[src/rtl/hrn_pkg.sv]
package hrn_pkg;
    typedef enum logic [2:0] {
        ST_IDLE,
        ST_RUN_PREP,
        ST_RUN_SHIFT,
        ST_RUN_COMMIT,
        ST_LRN_PREP,
        ST_LRN_SHIFT
    } hrn_state_e;
endpackage

[src/rtl/hrn_ctrl.sv]
module hrn_ctrl
    import hrn_pkg::*;
#(
    parameter int N          = 8,
    parameter int MAX_ROUNDS = 16
) (
    input  logic                   clk,
    input  logic                   rst_n,
    input  logic                   run,
    input  logic                   learn,
    input  logic                   pat_load,
    input  logic                   any_change,
    output logic                   idle,
    output logic                   done,
    output logic                   ring_load,
    output logic                   ring_shift,
    output logic                   acc_clr,
    output logic                   acc_en,
    output logic                   lrn_en,
    output logic                   commit,
    output logic [$clog2(N)-1:0]   step
);
    localparam int IW = $clog2(N);
    localparam int RW = $clog2(MAX_ROUNDS + 1);

    hrn_state_e     fsm_q, fsm_d;
    logic [RW-1:0]  rnd_q;
    logic           last_step;
    logic           limit_hit;

    assign last_step = (step == IW'(N - 1));
    assign limit_hit = (rnd_q == RW'(MAX_ROUNDS - 1));

    // state register
    always_ff @(posedge clk or negedge rst_n) begin
        if (!rst_n) fsm_q <= ST_IDLE;
        else        fsm_q <= fsm_d;
    end

    // next state
    always_comb begin
        fsm_d = fsm_q;
        unique case (fsm_q)
            ST_IDLE: begin
                if (run)        fsm_d = ST_RUN_PREP;
                else if (learn) fsm_d = ST_LRN_PREP;
            end
            ST_RUN_PREP:  fsm_d = ST_RUN_SHIFT;
            ST_RUN_SHIFT: if (last_step) fsm_d = ST_RUN_COMMIT;
            ST_RUN_COMMIT: begin
                if (!any_change || limit_hit) fsm_d = ST_IDLE;
                else                          fsm_d = ST_RUN_PREP;
            end
            ST_LRN_PREP:  fsm_d = ST_LRN_SHIFT;
            ST_LRN_SHIFT: if (last_step) fsm_d = ST_IDLE;
            default:      fsm_d = ST_IDLE;
        endcase
    end

    // outputs decoded from the state
    always_comb begin
        idle      = 1'b0;
        ring_load = 1'b0;
        acc_clr   = 1'b0;
        acc_en    = 1'b0;
        lrn_en    = 1'b0;
        commit    = 1'b0;
        unique case (fsm_q)
            ST_IDLE:       idle = 1'b1;
            ST_RUN_PREP: begin
                ring_load = 1'b1;
                acc_clr   = 1'b1;
            end
            ST_RUN_SHIFT:  acc_en    = 1'b1;
            ST_RUN_COMMIT: commit    = 1'b1;
            ST_LRN_PREP:   ring_load = 1'b1;
            ST_LRN_SHIFT:  lrn_en    = 1'b1;
            default:       idle      = 1'b1;
        endcase
        ring_shift = acc_en | lrn_en;
    end

    // step, round and done bookkeeping
    always_ff @(posedge clk or negedge rst_n) begin
        if (!rst_n) begin
            step  <= '0;
            rnd_q <= '0;
            done  <= 1'b0;
        end else begin
            if (ring_load)       step <= '0;
            else if (ring_shift) step <= step + 1'b1;

            if (idle && run)  rnd_q <= '0;
            else if (commit)  rnd_q <= rnd_q + 1'b1;

            if (idle && (run || learn || pat_load)) done <= 1'b0;
            else if (commit && !any_change)         done <= 1'b1;
        end
    end

    AST_START_LATENCY: assert property (@(posedge clk) disable iff (!rst_n)
        (idle && (run || learn)) |=> !idle);
    AST_DONE_ONLY_IDLE: assert property (@(posedge clk) disable iff (!rst_n)
        done |-> idle);
    AST_COMMIT_AFTER_SHIFT: assert property (@(posedge clk) disable iff (!rst_n)
        commit |-> $past(acc_en));
    AST_BUSY_IGNORES_CMD: assert property (@(posedge clk) disable iff (!rst_n)
        (lrn_en && !last_step && (run || learn)) |=> lrn_en);
endmodule

[src/rtl/hrn_ring.sv]
module hrn_ring #(
    parameter int N = 8
) (
    input  logic         clk,
    input  logic         rst_n,
    input  logic         load,
    input  logic [N-1:0] load_vec,
    input  logic         shift,
    output logic [N-1:0] bits
);
    always_ff @(posedge clk or negedge rst_n) begin
        if (!rst_n)      bits <= '0;
        else if (load)   bits <= load_vec;
        else if (shift)  bits <= {bits[0], bits[N-1:1]};
    end

    AST_RING_CONSERVES: assert property (@(posedge clk) disable iff (!rst_n)
        (shift && !load) |=> ($countones(bits) == $countones($past(bits))));
endmodule

[src/rtl/hrn_neuron.sv]
module hrn_neuron #(
    parameter int N  = 8,
    parameter int WW = 6,
    parameter int ID = 0
) (
    input  logic                 clk,
    input  logic                 rst_n,
    input  logic                 wr_en,
    input  logic [$clog2(N)-1:0] wr_col,
    input  logic [WW-1:0]        wr_data,
    input  logic [$clog2(N)-1:0] step,
    input  logic                 ring_bit,
    input  logic                 acc_clr,
    input  logic                 acc_en,
    input  logic                 lrn_en,
    input  logic                 commit,
    input  logic                 pat_we,
    input  logic                 pat_bit,
    output logic                 state_q,
    output logic                 next_bit
);
    localparam int IW = $clog2(N);
    localparam int SW = WW + $clog2(N) + 1;
    localparam logic [WW-1:0] WMAX = {1'b0, {(WW-1){1'b1}}};
    localparam logic [WW-1:0] WMIN = {1'b1, {(WW-1){1'b0}}};

    logic [N-1:0][WW-1:0] wmem;
    logic signed [SW-1:0] acc;
    logic [IW-1:0]        col;
    logic [WW-1:0]        wsel;
    logic signed [SW-1:0] wext;
    logic                 agree;
    logic                 is_diag;

    // source neuron currently in front of this processor
    always_comb begin
        int t;
        t = ID + int'(step);
        if (t >= N) t = t - N;
        col = IW'(t);
    end

    assign wsel     = wmem[col];
    assign wext     = {{(SW-WW){wsel[WW-1]}}, wsel};
    assign agree    = (ring_bit == state_q);
    assign is_diag  = (int'(col) == ID);
    assign next_bit = ~acc[SW-1];

    always_ff @(posedge clk or negedge rst_n) begin
        if (!rst_n) begin
            wmem <= '0;
        end else if (wr_en) begin
            wmem[wr_col] <= wr_data;
        end else if (lrn_en && !is_diag) begin
            if (agree && wsel != WMAX)       wmem[col] <= wsel + 1'b1;
            else if (!agree && wsel != WMIN) wmem[col] <= wsel - 1'b1;
        end
    end

    always_ff @(posedge clk or negedge rst_n) begin
        if (!rst_n)       acc <= '0;
        else if (acc_clr) acc <= '0;
        else if (acc_en)  acc <= ring_bit ? (acc + wext) : (acc - wext);
    end

    always_ff @(posedge clk or negedge rst_n) begin
        if (!rst_n)      state_q <= 1'b0;
        else if (pat_we) state_q <= pat_bit;
        else if (commit) state_q <= next_bit;
    end

    AST_RECALL_KEEPS_WEIGHTS: assert property (@(posedge clk) disable iff (!rst_n)
        (acc_en && !wr_en) |=> $stable(wmem));
    AST_DIAG_UNTOUCHED: assert property (@(posedge clk) disable iff (!rst_n)
        (lrn_en && is_diag && !wr_en) |=> $stable(wmem));
    AST_STATE_FIXED_IN_LEARN: assert property (@(posedge clk) disable iff (!rst_n)
        (lrn_en && !pat_we) |=> $stable(state_q));
endmodule

[src/rtl/hopfield_ring.sv]
module hopfield_ring
    import hrn_pkg::*;
#(
    parameter int N          = 8,
    parameter int WW         = 6,
    parameter int MAX_ROUNDS = 16
) (
    input  logic                 clk,
    input  logic                 rst_n,
    input  logic                 wt_we,
    input  logic [$clog2(N)-1:0] wt_row,
    input  logic [$clog2(N)-1:0] wt_col,
    input  logic [WW-1:0]        wt_data,
    input  logic                 pat_we,
    input  logic [N-1:0]         pat_data,
    input  logic                 run,
    input  logic                 learn,
    output logic [N-1:0]         state,
    output logic                 busy,
    output logic                 done
);
    localparam int IW = $clog2(N);

    logic          idle, ring_load, ring_shift, acc_clr, acc_en, lrn_en, commit;
    logic [IW-1:0] step;
    logic [N-1:0]  ring_bits;
    logic [N-1:0]  state_vec;
    logic [N-1:0]  next_vec;
    logic          pat_load;
    logic          any_change;

    assign pat_load   = idle & pat_we;
    assign any_change = |(next_vec ^ state_vec);
    assign state      = state_vec;
    assign busy       = ~idle;

    hrn_ctrl #(.N(N), .MAX_ROUNDS(MAX_ROUNDS)) u_ctrl (
        .clk        (clk),
        .rst_n      (rst_n),
        .run        (run),
        .learn      (learn),
        .pat_load   (pat_load),
        .any_change (any_change),
        .idle       (idle),
        .done       (done),
        .ring_load  (ring_load),
        .ring_shift (ring_shift),
        .acc_clr    (acc_clr),
        .acc_en     (acc_en),
        .lrn_en     (lrn_en),
        .commit     (commit),
        .step       (step)
    );

    hrn_ring #(.N(N)) u_ring (
        .clk      (clk),
        .rst_n    (rst_n),
        .load     (ring_load),
        .load_vec (state_vec),
        .shift    (ring_shift),
        .bits     (ring_bits)
    );

    for (genvar g = 0; g < N; g++) begin : g_neuron
        logic wr_hit;
        assign wr_hit = idle & wt_we & (wt_row == IW'(g));

        hrn_neuron #(.N(N), .WW(WW), .ID(g)) u_neuron (
            .clk      (clk),
            .rst_n    (rst_n),
            .wr_en    (wr_hit),
            .wr_col   (wt_col),
            .wr_data  (wt_data),
            .step     (step),
            .ring_bit (ring_bits[g]),
            .acc_clr  (acc_clr),
            .acc_en   (acc_en),
            .lrn_en   (lrn_en),
            .commit   (commit),
            .pat_we   (pat_load),
            .pat_bit  (pat_data[g]),
            .state_q  (state_vec[g]),
            .next_bit (next_vec[g])
        );
    end

    AST_STATE_HOLDS: assert property (@(posedge clk) disable iff (!rst_n)
        (!commit && !pat_load) |=> $stable(state_vec));
    AST_BUSY_NO_PATTERN: assert property (@(posedge clk) disable iff (!rst_n)
        (busy && pat_we && !commit) |=> $stable(state_vec));
endmodule

[config.mk]
export PLATFORM = sky130hd
export DESIGN_NAME = hopfield_ring
export DESIGN_NICKNAME = d
export VERILOG_FILES = /design/src/rtl/hrn_pkg.sv /design/src/rtl/hrn_ctrl.sv /design/src/rtl/hrn_ring.sv /design/src/rtl/hrn_neuron.sv /design/src/rtl/hopfield_ring.sv
export SDC_FILE = /design/constraint.sdc
export NUM_CORES = 1
export LEC_CHECK = 0
export ABC_AREA = 0
export BUFFER_PORTS_ARGS = -buffer_cell sky130_fd_sc_hd__buf_2
export CAP_MARGIN = 0
export CORE_MARGIN = 1
export CORE_UTILIZATION = 25
export DETAILED_ROUTE_END_ITERATION = 6
export PLACE_DENSITY_LB_ADDON = 0.1
export SLEW_MARGIN = 20
export SYNTH_ARGS = -nofsm -noshare
export SYNTH_HDL_FRONTEND = slang
export SYNTH_HIERARCHICAL = 1
export SYNTH_SLANG_ARGS = --single-unit
[constraint.sdc]
create_clock -name clk -period 12.4 [get_ports clk]
set_input_delay 3.72 -clock clk [delete_from_list [all_inputs] [get_ports clk]]
set_output_delay 3.72 -clock clk [all_outputs]
set_load 0.05 [all_outputs]
==> impl_metrics.tcl, run 1 <==
set metrics [dict create \
    status "finished, final reports clean" \
    chipWidth_um 378 \
    worst_slew_pin_slew_ps 1110 \
    yosysMostFrequentCell "dfrtp_1" \
    layout-drive-gt1-share_pct 17.2 \
    nFillCells 14802 \
    ir_worst_vdd_mv 0.183 \
    yosysWarnings 6 \
    finClkSkew_ps 25.1 \
    fin_crit_ps 6390 \
    place_area_sq_um 37300 \
    slew_violations 0 \
    clk_path_buf_depth 3 \
    synth_largest_area_cell "dfrtp_1" \
    slew_headroom_pct 24.1 \
    dieHeight_um 378 \
    io_buffers 35 \
    grt.overflow.total 0 \
    synth-edff-count 0 \
    drt_iter0_drc 2192 \
    synth-async-reset-ratio_pct 100 \
    start_util_pct 25.2 \
    hp-class "flop to flop" \
    fin_area_sq_um 39600 \
    routedWlPerCell_um 22.6 \
    syn_area_sq_um 35300 \
    grt.busiest_layer "met2" \
    finalSetupTns_ps 0 \
    arrival_ps 6920 \
    min_path_cells 2 \
    multi_input_area_sq_um 21600 \
    synth_nets 3764 \
    powerDensity_nw_per_um2 338 \
    dieArea_sq_um 143000 \
    syn_area_per_cell_sq_um 9.79 \
    end_kind "flop" \
    io_pins 36 \
    yosys-top-cells-count "492 x dfrtp_1, 370 x nor2_1, 317 x nand2_1" \
    fmax_ghz 0.157 \
    syn_inst 3606 \
    gp_congestion 0.789 \
    synth.area.top_cells "dfrtp_1 35%, ha_1 4.4%, mux2_2 4.3%" \
    dp_cells 5394 \
    antenna_left 0 \
    cts.clk_slew.worst_paths_ps 60 \
    hold_viol_final 0 \
    clock-sinks 492 \
    timing.final.crit_share_pct 51.5 \
    postCtsSetupBuffers 0 \
    leakage_nw 15.3 \
    synth_ff_type "dfrtp_1" \
    hold_buffers 0 \
    instances_no_fill 5514 \
    rsz0062_at_grt "false" \
    synthDominantCellAreaShare_pct 34.9 \
    area_delta_synth_final_pct 12.1 \
    hpwl_mm 84.7 \
    drc 0 \
    rr_worst_depth 17 \
    grtUsageMet3_pct 2.80 \
    seq_area_sq_um 12300 \
    rrSetupSlack_ps 6010 \
    clk_latency_ps 660 \
    grt_pass1_vias 28830 \
    cts-resized-gates 0 \
    use_met2_pct 26.9 \
    cts_htree_levels 3 \
    grt_max_degree 140 \
    routed_wl_mm 125 \
    yosysSeqAreaShare_pct 34.9 \
    grt_pass1_wl_mm 190 \
    yosys_register_bits 492 \
    finalSetupViolCount 0 \
    num_rows 137 \
    root_buffer "clkbuf_16" \
    antenna_found_initial 6 \
    finalNetCount 3747 \
    viasPerCell 5.17 \
    num_vias 28534 \
    core_sq_um 140000 \
    start_kind "flop" \
    cts_tree "done" \
    maxCapViolCount 0 \
    critPathMaxFanout 35 \
    track_usage_pct 17.5 \
    netlist-cell-type-count 145 \
    met1_usage_pct 25.0 \
    drt_first_pass_iters 5 \
    cts_buffers 69 \
    criticalPathCategory "flop to flop" \
    cp.required_ps 12930 \
]
-- cell type report --
cell class	instances	area share, %
Clock inverter	20	0.528
Multi-Input combinational cell	2820	54.6
Timing Repair Buffer	81	1.45
Clock buffer	99	5.14
Tap cell	1876	5.93
Inverter	125	1.20
Sequential cell	492	31.1
Antenna cell	1	0.00632
-- flip-flops by register name, summed over array words and instances (netlist names) --
signal	count
u_ctrl/step	3
u_ring/bits	8
u_ctrl/done	1
u_ctrl/rnd_q	5
u_ctrl/fsm_q	3
g_neuron.u_neuron/acc	80
g_neuron.u_neuron/wmem	384
g_neuron.u_neuron/state_q	8
-- final timing paths --
| path | endpoint | from |
|---|---|---|
| worst max-delay path | g_neuron[2].u_neuron/acc[9] | u_ctrl/step[0] |
| worst min-delay path | g_neuron[6].u_neuron/wmem[7] | g_neuron[6].u_neuron/wmem[7] |
| worst max register to register | g_neuron[2].u_neuron/acc[9] | u_ctrl/step[0] |
| worst min register to register | g_neuron[6].u_neuron/wmem[7] | g_neuron[6].u_neuron/wmem[7] |
| max in group asynchronous | g_neuron[1].u_neuron/acc[5] | rst_n |
| min in group asynchronous | g_neuron[6].u_neuron/wmem[32] | rst_n |
-- cells in the final DEF (no fill, tap or decap), types with 33 or more instances in the layout --
cell / Yosys / final
o221ai_1: 43 / 43
dfrtp_1: 492 / 489
o31ai_1: 38 / 38
nor3_1: 48 / 46
inv_1: 112 / 111
a21oi_1: 143 / 142
clkbuf_16: 0 / 71
o22a_1: 57 / 57
xnor2_1: 70 / 70
ha_1: 124 / 123
mux2_1: 33 / 33
nand2_1: 317 / 317
nand3_1: 98 / 98
a221o_1: 42 / 42
xor2_1: 56 / 55
nand3b_1: 37 / 37
a31oi_1: 50 / 49
mux2_4: 42 / 42
buf_4: 12 / 46
o21ai_0: 126 / 126
mux2_2: 136 / 136
mux2i_1: 141 / 141
mux4_2: 42 / 42
nor2_1: 370 / 368
o21ai_1: 39 / 39
o22ai_1: 156 / 156
-- per-stage QoR --
| stage | power, mW | hold slack (ps) | setup slack (ps) | utilization (%) |
|---|---|---|---|---|
| CTS | 13.5 | 478 | 5860 | 28.3 |
| finish | 13.4 | 473 | 6010 | 28.3 |
| global route | 14.4 | 493 | 5410 | 28.3 |
| detailed placement | 11.4 | 465 | 5160 | 26.7 |
| floorplan | 9.01 | 441 | 6240 | - |
| global placement | 11.4 | 456 | 5200 | 26.7 |
-- cells by family (layout without fill, tap and decap cells) --
kind of cell,Yosys count,count (layout),share of synthesized area (%)
AND/OR/NAND/NOR,1148,1148,16.4
multiplexers,425,425,15.9
XOR/XNOR,136,136,3.59
adder cells (fa/ha/maj),132,132,4.85
buffers and inverters,294,325,4.06
other,0,1,0
AO/OA/AOI/OAI,979,979,20.4
flip-flops,492,492,34.9
-- worst max-delay path: stages (launching register included) --
cell	delay, ps
dfrtp_4	840
buf_4	620
buf_4	610
mux4_2	590
mux2_4	380
inv_1	110
ha_1	240
nor4b_1	400
or2_2	230
nor2_1	50
xnor2_1	170
ha_1	340
o21ai_0	90
inv_1	80
a2111oi_0	690
o311ai_0	250
mux2i_1	220
mux2_1	330
-- routing by layer --
metal | routed length (um) | up-vias | part of all wire, %
met4 | 3110 | 0 | 2.5
met3 | 5330 | 155 | 4.3
li1 | - | 13529 | -
met2 | 55400 | 570 | 44
met5 | 0 | - | 0
met1 | 60800 | 14280 | 49
-- report_power, final --
| group | total (mW) | switching (mW) | internal (mW) |
|---|---|---|---|
| Sequential | 2.71 | 0.522 | 2.18 |
| Combinational | 8.63 | 5.42 | 3.21 |
| Clock | 2.04 | 0.820 | 1.22 |
| Total | 13.4 | 6.77 | 6.61 |
Note: power is estimated with default switching activity, not from simulation.
==> run 2: changes to the inputs <==
==> constraint.sdc (replaced) <==
create_clock -name clk -period 6 [get_ports clk]
set_input_delay 1.8 -clock clk [delete_from_list [all_inputs] [get_ports clk]]
set_output_delay 1.8 -clock clk [all_outputs]
set_load 0.05 [all_outputs]
==> impl_metrics.tcl, run 2 (synthesis results as in run 1) <==
set metrics [dict create \
    arrival_ps 5920 \
    layout-drive-gt1-share_pct 17.9 \
    fin_area_sq_um 40000 \
    num_vias 28935 \
    nFillCells 14860 \
    dieHeight_um 378 \
    clk_path_buf_depth 3 \
    clk_latency_ps 660 \
    drt_first_pass_iters 5 \
    worst_slew_pin_slew_ps 1040 \
    multi_input_area_sq_um 21600 \
    hp-class "flop to flop" \
    drc 0 \
    grt_pass1_wl_mm 193 \
    cts_htree_levels 3 \
    final_common_cell "dfrtp_1" \
    final_util_pct 28.6 \
    core_sq_um 140000 \
    io_buffers 35 \
    timing.hold.ws_ps 477 \
    instances_no_fill 5552 \
    dp_cells 5423 \
    worst-path-buf-inv 3 \
    routed_wl_mm 127 \
    critPathMaxFanout 19 \
    antenna_left 0 \
    fmax_ghz 0.186 \
    cts_tree "done" \
    timing.final.crit_share_pct 89.8 \
    cpMaxStageDelayCell "ha_1" \
    start_util_pct 25.2 \
    hold_viol_final 0 \
    setup_ws_ps 614 \
    seq_area_sq_um 12300 \
    num_rows 137 \
    track_usage_pct 17.7 \
    grt.overflow.total 0 \
    slew_violations 0 \
    crit_chain "inv_1 > ha_1 > mux2_2 > a21oi_1 > o211a_4 > inv_1 > or4b_4 > nor2b_1 > xnor2_1 > ha_1 > o21ai_0 > inv_1 > a2111oi_1 > o311ai_0 > mux2i_1 > mux2_2" \
    largest_reg_flops 384 \
    maxCapViolCount 0 \
    rsz0062_at_grt "false" \
    powerDensity_nw_per_um2 704 \
    finalSetupViolCount 0 \
    gp_congestion 0.823 \
    antenna_found_initial 6 \
    cts_buffers 70 \
    start_kind "flop" \
    cpMostUsedCell "inv_1" \
    root_buffer "clkbuf_16" \
    cp.required_ps 6540 \
    leakage_nw 15.5 \
    cts.clk_slew.worst_paths_ps 60 \
    grt_pass1_vias 29042 \
    criticalPathCategory "flop to flop" \
    crit_family "compound AO/OA/AOI/OAI gates" \
    end_kind "flop" \
    hpwl_mm 87.4 \
    dieArea_sq_um 143000 \
    dpl_worst_slack_ps 412 \
    viasPerCell 5.21 \
    drt_iter0_drc 2047 \
    slew_headroom_pct 30.0 \
    chipWidth_um 378 \
    clock-sinks 492 \
    finalNetCount 3777 \
    finalSetupTns_ps 0 \
    place_area_sq_um 37600 \
    critPathMaxStageDelay_ps 700 \
    largestRegisters "g_neuron.u_neuron/wmem x384, g_neuron.u_neuron/acc x80" \
    finClkSkew_ps 35.0 \
    ir_worst_vdd_mv 0.270 \
    io_pins 36 \
    area_delta_synth_final_pct 13.4 \
    fin_crit_ps 5390 \
    final_cell_mix "489 x dfrtp_1, 369 x nor2_1, 317 x nand2_1, 156 x o22ai_1, 142 x a21oi_1" \
    routedWlPerCell_um 22.8 \
    power_mw 28.2 \
    regMostFlops "g_neuron.u_neuron/wmem" \
    status "finished, final reports clean" \
    grt_max_degree 97 \
]
## run 2: worst paths after layout
path                                              start                            end  slack (ps)  depth (start not counted)
setup / recovery                         u_ctrl/step[1]    g_neuron[3].u_neuron/acc[9]         610                         16
hold / removal             g_neuron[6].u_neuron/wmem[7]   g_neuron[6].u_neuron/wmem[7]         480                          2
setup reg to reg                         u_ctrl/step[1]    g_neuron[3].u_neuron/acc[9]         610                         16
hold reg to reg            g_neuron[6].u_neuron/wmem[7]   g_neuron[6].u_neuron/wmem[7]         480                          2
max in group asynchronous                         rst_n  g_neuron[3].u_neuron/wmem[25]        3640                          2
min in group asynchronous                         rst_n  g_neuron[6].u_neuron/wmem[34]        1130                          1
## run 2: layer usage
layer	share of wire, %	routed length [um]	vias up	global-route usage, %
li1	-	-	13583	-
met1	49	61900	14570	25.3
met2	45	57200	611	28.0
met3	3.5	4480	171	2.11
met4	2.4	3030	0	4.65
met5	0	0	-	0
## run 2: report_power, final
group          switching, mW  internal (mW)  total [mW]  leakage (nW)
Combinational           11.3           6.82        18.2          8.76
Sequential              1.11           4.52        5.63          5.57
Clock                   1.73           2.65        4.38          1.19
Total                   14.2           14.0        28.2          15.5
## run 2: worst register-to-register path, cell delays in order, from the launching register on
cell and delay, ps:
dfrtp_4 670, inv_1 120, ha_1 700, mux2_2 400
a21oi_1 180, o211a_4 240, inv_1 90, or4b_4 510
nor2b_1 160, xnor2_1 160, ha_1 310, o21ai_0 170
inv_1 70, a2111oi_1 670, o311ai_0 240, mux2i_1 220
mux2_2 350
## run 2: layout make-up
cell class | instances | area share (%)
Multi-Input combinational cell | 2820 | 53.9
Clock inverter | 29 | 0.829
Inverter | 125 | 1.19
Clock buffer | 99 | 5.13
Sequential cell | 492 | 30.8
Timing Repair Buffer | 110 | 2.26
Antenna cell | 1 | 0.00625
Tap cell | 1876 | 5.87
## run 2: timing repair
item | CTS | global route
hold buffers | 0 | 0
endpoints found under the setup margin | 0 | 1
buffers inserted | 0 | 0
gates resized for setup | 0 | 1
